[config.mk]
export PLATFORM = sky130hd
export DESIGN_NAME = tmr_cmd_unit
export DESIGN_NICKNAME = d
export VERILOG_FILES = /design/src/rtl/tmr_cmd_pkg.sv /design/src/rtl/tmr_run_ctrl.sv /design/src/rtl/tmr_main_cnt.sv /design/src/rtl/tmr_dt_chan.sv /design/src/rtl/tmr_cmd_unit.sv
export SDC_FILE = /design/constraint.sdc
export NUM_CORES = 1
export LEC_CHECK = 0
export ABC_CLOCK_PERIOD_IN_PS = 1700
export BUFFER_PORTS_ARGS = -buffer_cell sky130_fd_sc_hd__buf_4
export CAP_MARGIN = 20
export CORE_MARGIN = 5
export CORE_UTILIZATION = 48
export CTS_CLUSTER_SIZE = 20
export DETAILED_ROUTE_END_ITERATION = 12
export GPL_TIMING_DRIVEN = 0
export PLACE_DENSITY = 0.77
export SYNTH_ARGS = -nofsm -noshare
export SYNTH_HDL_FRONTEND = slang
export SYNTH_HIERARCHICAL = 1
export SYNTH_SLANG_ARGS = --single-unit
[constraint.sdc]
create_clock -name clk -period 1.7 [get_ports clk]
set_input_delay 0.17 -clock clk [delete_from_list [all_inputs] [get_ports clk]]
set_output_delay 0.17 -clock clk [all_outputs]
set_load 0.03 [all_outputs]
[src/rtl/tmr_cmd_pkg.sv]
package tmr_cmd_pkg;

  localparam int CMD_W       = 8;
  localparam int B_RUN_CLR   = 0;
  localparam int B_RUN_SET   = 1;
  localparam int B_CNT_ZERO  = 2;
  localparam int B_DT_ZERO   = 3;
  localparam int B_ARM       = 6;
  localparam int B_DISARM    = 7;

  typedef struct packed {
    logic run_clr;
    logic run_set;
    logic cnt_zero;
    logic dt_zero;
    logic arm;
    logic disarm;
  } cmd_pulse_t;

  function automatic cmd_pulse_t decode_cmd(input logic we, input logic [CMD_W-1:0] d);
    cmd_pulse_t p;
    p.run_clr  = we & d[B_RUN_CLR];
    p.run_set  = we & d[B_RUN_SET];
    p.cnt_zero = we & d[B_CNT_ZERO];
    p.dt_zero  = we & d[B_DT_ZERO];
    p.arm      = we & d[B_ARM];
    p.disarm   = we & d[B_DISARM];
    return p;
  endfunction

endpackage

[src/rtl/tmr_run_ctrl.sv]
module tmr_run_ctrl (
  input  logic clk,
  input  logic rst,
  input  logic run_set,
  input  logic run_clr,
  input  logic arm,
  input  logic disarm,
  input  logic xfer,
  output logic run_q,
  output logic ste_q
);

  always_ff @(posedge clk) begin
    if (rst) begin
      run_q <= 1'b0;
    end else if (run_clr) begin
      run_q <= 1'b0;
    end else if (run_set) begin
      run_q <= 1'b1;
    end
  end

  always_ff @(posedge clk) begin
    if (rst) begin
      ste_q <= 1'b0;
    end else if (disarm) begin
      ste_q <= 1'b0;
    end else if (arm) begin
      ste_q <= 1'b1;
    end else if (xfer) begin
      ste_q <= 1'b0;
    end
  end

  AST_RUN_CLR_WINS: assert property (@(posedge clk) disable iff (rst) run_clr |=> !run_q);
  AST_RUN_SET_TAKES: assert property (@(posedge clk) disable iff (rst) (run_set && !run_clr) |=> run_q);
  AST_DISARM_WINS: assert property (@(posedge clk) disable iff (rst) disarm |=> !ste_q);
  AST_XFER_DISARMS: assert property (@(posedge clk) disable iff (rst) (xfer && !arm) |=> !ste_q);

endmodule

[src/rtl/tmr_main_cnt.sv]
module tmr_main_cnt #(
  parameter int          CNT_W   = 16,
  parameter int unsigned PER_RST = 255
) (
  input  logic             clk,
  input  logic             rst,
  input  logic             run,
  input  logic             ste,
  input  logic             cnt_zero,
  input  logic             shadow_we,
  input  logic [CNT_W-1:0] shadow_in,
  output logic             xfer,
  output logic             xfer_q,
  output logic [CNT_W-1:0] cnt_q,
  output logic [CNT_W-1:0] per_q
);

  localparam logic [CNT_W-1:0] PER_INIT = CNT_W'(PER_RST);

  logic [CNT_W-1:0] shadow_q;
  logic             at_period;

  assign at_period = (cnt_q == per_q);
  assign xfer      = run & ste & at_period & ~cnt_zero;

  always_ff @(posedge clk) begin
    if (rst) begin
      cnt_q <= '0;
    end else if (cnt_zero) begin
      cnt_q <= '0;
    end else if (run) begin
      cnt_q <= at_period ? '0 : cnt_q + 1'b1;
    end
  end

  always_ff @(posedge clk) begin
    if (rst) begin
      shadow_q <= PER_INIT;
    end else if (shadow_we) begin
      shadow_q <= shadow_in;
    end
  end

  always_ff @(posedge clk) begin
    if (rst) begin
      per_q  <= PER_INIT;
      xfer_q <= 1'b0;
    end else begin
      xfer_q <= xfer;
      if (xfer) begin
        per_q <= shadow_q;
      end
    end
  end

  AST_CNT_ZERO_CMD: assert property (@(posedge clk) disable iff (rst) cnt_zero |=> (cnt_q == '0));
  AST_CNT_WITHIN_PER: assert property (@(posedge clk) disable iff (rst) cnt_q <= per_q);
  AST_PER_ONLY_ON_XFER: assert property (@(posedge clk) disable iff (rst) !xfer |=> $stable(per_q));
  AST_HOLD_WHEN_STOPPED: assert property (@(posedge clk) disable iff (rst) (!run && !cnt_zero) |=> $stable(cnt_q));

endmodule

[src/rtl/tmr_dt_chan.sv]
module tmr_dt_chan #(
  parameter int DT_W = 8
) (
  input  logic            clk,
  input  logic            rst,
  input  logic            dt_zero,
  input  logic            trig,
  input  logic [DT_W-1:0] load_val,
  output logic [DT_W-1:0] cnt_q
);

  always_ff @(posedge clk) begin
    if (rst) begin
      cnt_q <= '0;
    end else if (dt_zero) begin
      cnt_q <= '0;
    end else if (trig) begin
      cnt_q <= load_val;
    end else if (cnt_q != '0) begin
      cnt_q <= cnt_q - 1'b1;
    end
  end

  AST_DT_RESET_WINS: assert property (@(posedge clk) disable iff (rst) dt_zero |=> (cnt_q == '0));
  AST_DT_HOLD_ZERO: assert property (@(posedge clk) disable iff (rst) (cnt_q == '0 && !trig) |=> (cnt_q == '0));

endmodule

[src/rtl/tmr_cmd_unit.sv]
module tmr_cmd_unit
  import tmr_cmd_pkg::*;
#(
  parameter int          CNT_W   = 16,
  parameter int          DT_W    = 8,
  parameter int          NCH     = 3,
  parameter int unsigned PER_RST = 255
) (
  input  logic                 clk,
  input  logic                 rst,
  input  logic                 cmd_we,
  input  logic [CMD_W-1:0]     cmd_wdata,
  output logic [CMD_W-1:0]     cmd_rdata,
  input  logic                 shadow_we,
  input  logic [CNT_W-1:0]     shadow_per,
  input  logic [DT_W-1:0]      dt_value,
  input  logic [NCH-1:0]       dt_trig,
  output logic                 run_o,
  output logic                 ste_o,
  output logic                 xfer_o,
  output logic [CNT_W-1:0]     cnt_o,
  output logic [CNT_W-1:0]     per_o,
  output logic [NCH*DT_W-1:0]  dt_cnt_o
);

  cmd_pulse_t pulse;
  logic       xfer;

  assign pulse     = decode_cmd(cmd_we, cmd_wdata);
  assign cmd_rdata = '0;

  tmr_run_ctrl u_run (
    .clk     (clk),
    .rst     (rst),
    .run_set (pulse.run_set),
    .run_clr (pulse.run_clr),
    .arm     (pulse.arm),
    .disarm  (pulse.disarm),
    .xfer    (xfer),
    .run_q   (run_o),
    .ste_q   (ste_o)
  );

  tmr_main_cnt #(
    .CNT_W   (CNT_W),
    .PER_RST (PER_RST)
  ) u_cnt (
    .clk       (clk),
    .rst       (rst),
    .run       (run_o),
    .ste       (ste_o),
    .cnt_zero  (pulse.cnt_zero),
    .shadow_we (shadow_we),
    .shadow_in (shadow_per),
    .xfer      (xfer),
    .xfer_q    (xfer_o),
    .cnt_q     (cnt_o),
    .per_q     (per_o)
  );

  for (genvar ch = 0; ch < NCH; ch++) begin : g_dt
    tmr_dt_chan #(
      .DT_W (DT_W)
    ) u_dt (
      .clk      (clk),
      .rst      (rst),
      .dt_zero  (pulse.dt_zero),
      .trig     (dt_trig[ch]),
      .load_val (dt_value),
      .cnt_q    (dt_cnt_o[ch*DT_W +: DT_W])
    );
  end

  AST_RSV_NO_RUN_EFFECT: assert property (@(posedge clk) disable iff (rst)
    (cmd_we && ((cmd_wdata & 8'hCF) == 8'h00)) |=> $stable(run_o));

endmodule

Yosys cells after proc, flatten, opt, wreduce, memory -nomap -nowiden --
Index checks and enable logic that the tools add are counted.
Storage, ports and cells: bits in registers 75, input port bits 39, output and inout port bits 67, word-level logic and storage cells 44
Operators by class: $add $sub $neg 4, equality and inequality tests 1, mux-type cells 9, bitwise gates (word level) 10, reductions and logical operators 11
Operator list (count):
- $mux W8 | 6
- $reduce_bool A8 Y1 | 3
- $sub A8 B1 Y8 const B | 3
- $add A16 B1 Y16 const B | 1
- $eq A16 B16 Y1 | 1
- $mux W16 | 1
- $and A1 B1 Y1 | 9
- $reduce_bool A2 Y1 | 4
- $reduce_or A2 Y1 | 4
- $mux W1 | 2
- $not A1 Y1 | 1

Depth between registers and ports, before layout --
depth in word-level cells 5, gate-level depth with buffers 9, gate-level depth less buffers 7

By module --
Netlist, hierarchy kept.
By module, submodules not included:
- tmr_main_cnt | times used 1, cells each 236, area each 2234.6 um^2, seq. area each 980.9 um^2
- tmr_dt_chan | times used 3, cells each 58, area each 493.0 um^2, seq. area each 160.2 um^2
- tmr_cmd_unit | times used 1, cells each 15, area each 101.3 um^2, seq. area each 0.0 um^2
- tmr_run_ctrl | times used 1, cells each 7, area each 73.8 um^2, seq. area each 40.0 um^2

Worst setup path before layout --
No wires, ideal clock.
kind flip-flop to flip-flop, start register u_cnt.cnt_q[12], end register u_cnt.cnt_q[0], library setup time 0.115 ns, arrival time 1.773 ns, data required time 1.585 ns, slack -0.189 ns, stages on the path, launching flop included 8, path buffers 2, path through dfxtp_1 > xnor2_1 > nand3_1 > or3_1 > buf_6 > o21ai_4 > buf_6 > nor2_2
Between the ends: word-level cells in the longest chain between the ends 2
Ends and longest elaborated chain:
- from (decl) | RTL line tmr_main_cnt.sv:14 | output logic [CNT_W-1:0] cnt_q,
- from (signal assigned) | RTL line tmr_main_cnt.sv:32 | cnt_q <= at_period ? '0 : cnt_q + 1'b1;
- $eq A16 B16 Y1 | RTL line tmr_main_cnt.sv:23 | assign at_period = (cnt_q == per_q);
- $mux W16 | RTL line tmr_main_cnt.sv:32
Every way passes these cells. A chain may end at the register's enable or synchronous reset.

Worst setup path after layout --
start register u_cnt.cnt_q[11], end register u_cnt.cnt_q[14]
Between the ends: word-level cells in the longest chain between the ends 2
Ends and longest elaborated chain (RTL line):
- $add A16 B1 Y16 / $eq A16 B16 Y1 (equally long branches) | tmr_main_cnt.sv:32, tmr_main_cnt.sv:23
- $mux W16 (*) | tmr_main_cnt.sv:32
Mark *: on every way between the ends. The rest lies on a longest branch, timed or not.

==> flow_summary.json <==
{
  "status": "finished, violations left",
  "violations": "setup timing",
  "max_slew.worst_pin.slew_ps": 824,
  "cts_max_level": 3,
  "cp.required_ps": 1950,
  "cts.reportedPaths.clkPinSlew_ps": 80,
  "yosysMostFrequentCell": "dfxtp_1",
  "hold-path-cell-count": 2,
  "min_to": "u_cnt/shadow_q[7]",
  "die_h_um": 100,
  "numCtsBuffers": 9,
  "reg2reg_to": "u_cnt/cnt_q[14]",
  "cp_top_family": "simple AND/OR/NAND/NOR gates",
  "fin_util_pct": 74.5,
  "first_global_vias": 3545,
  "rows": 32,
  "gp_congestion": 0.862,
  "fillers": 520,
  "drc": 0,
  "drt_first_pass_iters": 6,
  "first_iter_violations": 263,
  "path_buf_inv": 1,
  "ant_nets": 0,
  "cp-startpoint": "u_cnt/cnt_q[11]",
  "diodes": 0,
  "holdWs_ps": 25.5,
  "r2r-start": "u_cnt/cnt_q[11]",
  "timing.final.ws_setup_ps": -116,
  "ir_drop_mv": 0.532,
  "vias": 3872,
  "viasPerCell": 5.69,
  "grt.overflow.total": 0,
  "cts_root_buffer": "clkbuf_8",
  "yosys-top-cells-area": "dfxtp_1 39%, mux2i_1 6.2%, xor2_1 5.2%",
  "clk_latency_ps": 350,
  "syn_to_final_growth_pct": 49.5,
  "yosys.area.top_type": "dfxtp_1",
  "ys.warnings.count": 6,
  "p_per_area_mw_per_mm2": 861,
  "synthFlopType": "dfxtp_1",
  "critical_path_class": "reg -> reg",
  "grt_setup_unrepaired": "yes",
  "layout-drive-gt1-share_pct": 46.6,
  "nNetsFinal": 620,
  "synthDominantCellAreaShare_pct": 38.6,
  "rr_worst_depth": 6,
  "p_total_mw": 5.01,
  "yosysSeqAreaShare_pct": 38.6,
  "min_period_ps": 1820,
  "syn_area_sq_mm": 0.00389,
  "final-setup-viol-count": 39,
  "ios": 106,
  "drv_cap": 0,
  "synth_cell_types": 47,
  "hp-start": "shadow_per[7]",
  "synth_cells": 432,
  "slew_viol_final": 0,
  "antenna_found_initial": 0,
  "cts.path.max_buffers": 2,
  "worstPathArrival_ps": 2060,
  "hold_violations": 0,
  "synth.ff_latch_count": 75,
  "hold_path.class": "in -> reg",
  "die-area_sq_mm": 0.0100,
  "slowest_delay_ps": 490,
  "synthArstFlopShare_pct": 0,
  "critPathCaptureType": "flip-flop",
  "portBuffers": 95,
  "grt_use_total_pct": 22.5,
  "crit_slowest_cell": "or3_4",
  "cp-start-kind": "flip-flop",
  "start_util_pct": 49.8,
  "grt_pass1_wl_um": 17900,
  "synth.avg_cell_area_sq_um": 9.00,
  "dp_hpwl_um": 7670,
  "path_cells": "xnor2_2, nand4_1, or3_4, o21ai_4, buf_6, nor2_2",
  "cts.sinks": 75,
  "power_leakage_nw": 2.45,
  "cp_max_fo": 6,
  "period_share_pct": 107,
  "cts_hold_buf": 0,
  "core-area_sq_mm": 0.00781,
  "wl_per_cell_um": 18.4,
  "cts_tree": "yes",
  "grt_max_degree": 14,
  "wirelength_um": 12500,
  "fin_cells": 681,
  "synth_edf_count": 0,
  "timing.fmax_mhz": 551,
  "dp.cells": 636,
  "finalClockSkew_ps": 7.32,
  "r2r_slack_ps": -120,
  "synthTopCellsByCount": "75 x dfxtp_1, 51 x nor2_1, 24 x mux2i_1",
  "slew_headroom_pct": 45.1,
  "die_x_um": 100,
  "fin_setup_tns_ps": -2900
}
==> state kept, by name, indices dropped and copies added (netlist names) <==
register	cells
g_dt.u_dt/cnt_q	24
u_cnt/cnt_q	16
u_cnt/per_q	16
u_cnt/shadow_q	16
u_cnt/xfer_q	1
u_run/run_q	1
u_run/ste_q	1
==> stage by stage <==
stage	setup slack, ps	cell area (sq um)
floorplan	0.148	4010
global placement	-228	4850
detailed placement	-292	4850
CTS	-41.0	5480
global route	-141	5820
finish	-116	5820
==> how the worst max path moves through the flow <==
stage | cells past startpoint | to | slack [ps]
after floorplan | 7 | u_cnt/cnt_q[10] | 0.1
after global placement | 6 | u_cnt/cnt_q[8] | -230
after detailed placement | 6 | u_cnt/cnt_q[14] | -290
after CTS | 5 | g_dt[1].u_dt/cnt_q[0] | -40
after global routing | 6 | u_cnt/per_q[9] | -140
final | 6 | u_cnt/cnt_q[14] | -120
==> cells in the final DEF (no fill, tap or decap), types with 4 or more instances in the layout <==
cell type,count
nor2b_1,15
ha_1,6
nand2b_1,6
conb_1,8
a2111oi_4,9
o21ai_0,6
inv_2,4
and3_1,5
nand3_1,4
a21oi_1,18
nor2_2,12
dfxtp_1,35
xor2_1,22
bufinv_16,4
a211oi_1,6
dfxtp_4,19
nor2_1,47
nor4_1,6
mux2i_1,24
clkbuf_1,9
xnor2_2,8
nand2_1,17
nand4_1,13
buf_4,129
clkbuf_8,9
xnor2_1,6
inv_1,4
nor3_1,13
and2_1,7
buf_6,7
o31ai_4,4
dfxtp_2,21
a211o_1,8
==> logic make-up after synthesis <==
group	share of synthesized area, %
AND/OR/NAND/NOR	25.2
flip-flops	38.6
AO/OA/AOI/OAI	13.2
buffers and inverters	6.15
XOR/XNOR	8.33
multiplexers	6.18
adder cells (fa/ha/maj)	2.25
other	0.0964
==> final cells by class <==
cell class                      instances  area [sq um]  area share, %
Clock inverter                          6           138           2.37
Timing Repair Buffer                  129          1030           17.8
Inverter                               10          42.5          0.731
Tap cell                              102           128           2.19
Clock buffer                           10           128           2.19
Buffer                                 24           155           2.67
Sequential cell                        75          1600           27.5
Multi-Input combinational cell        325          2590           44.6
==> what timing repair did <==
item                       CTS  global route
buffers inserted            20            13
setup endpoints to repair   55            49
hold endpoints to repair     0             0
gates resized for setup     41            52
pin swaps                   16            25
cloned                       1             1
==> where the power goes <==
group,internal [mW],switching [mW]
combinational,0.552,0.685
sequential,1.83,0.120
clock,1.13,0.687
total,3.52,1.49
==> routing by layer <==
layer,routed length [um],part of all wire [%],vias to the layer above,global-route usage [%]
li1,-,-,1812,-
met3,831,6.6,31,4.79
met5,0,0,-,0
met1,5070,41,1850,29.2
met4,365,2.9,0,7.15
met2,6250,50,179,37.4
Note: power is estimated with default switching activity, not from simulation.
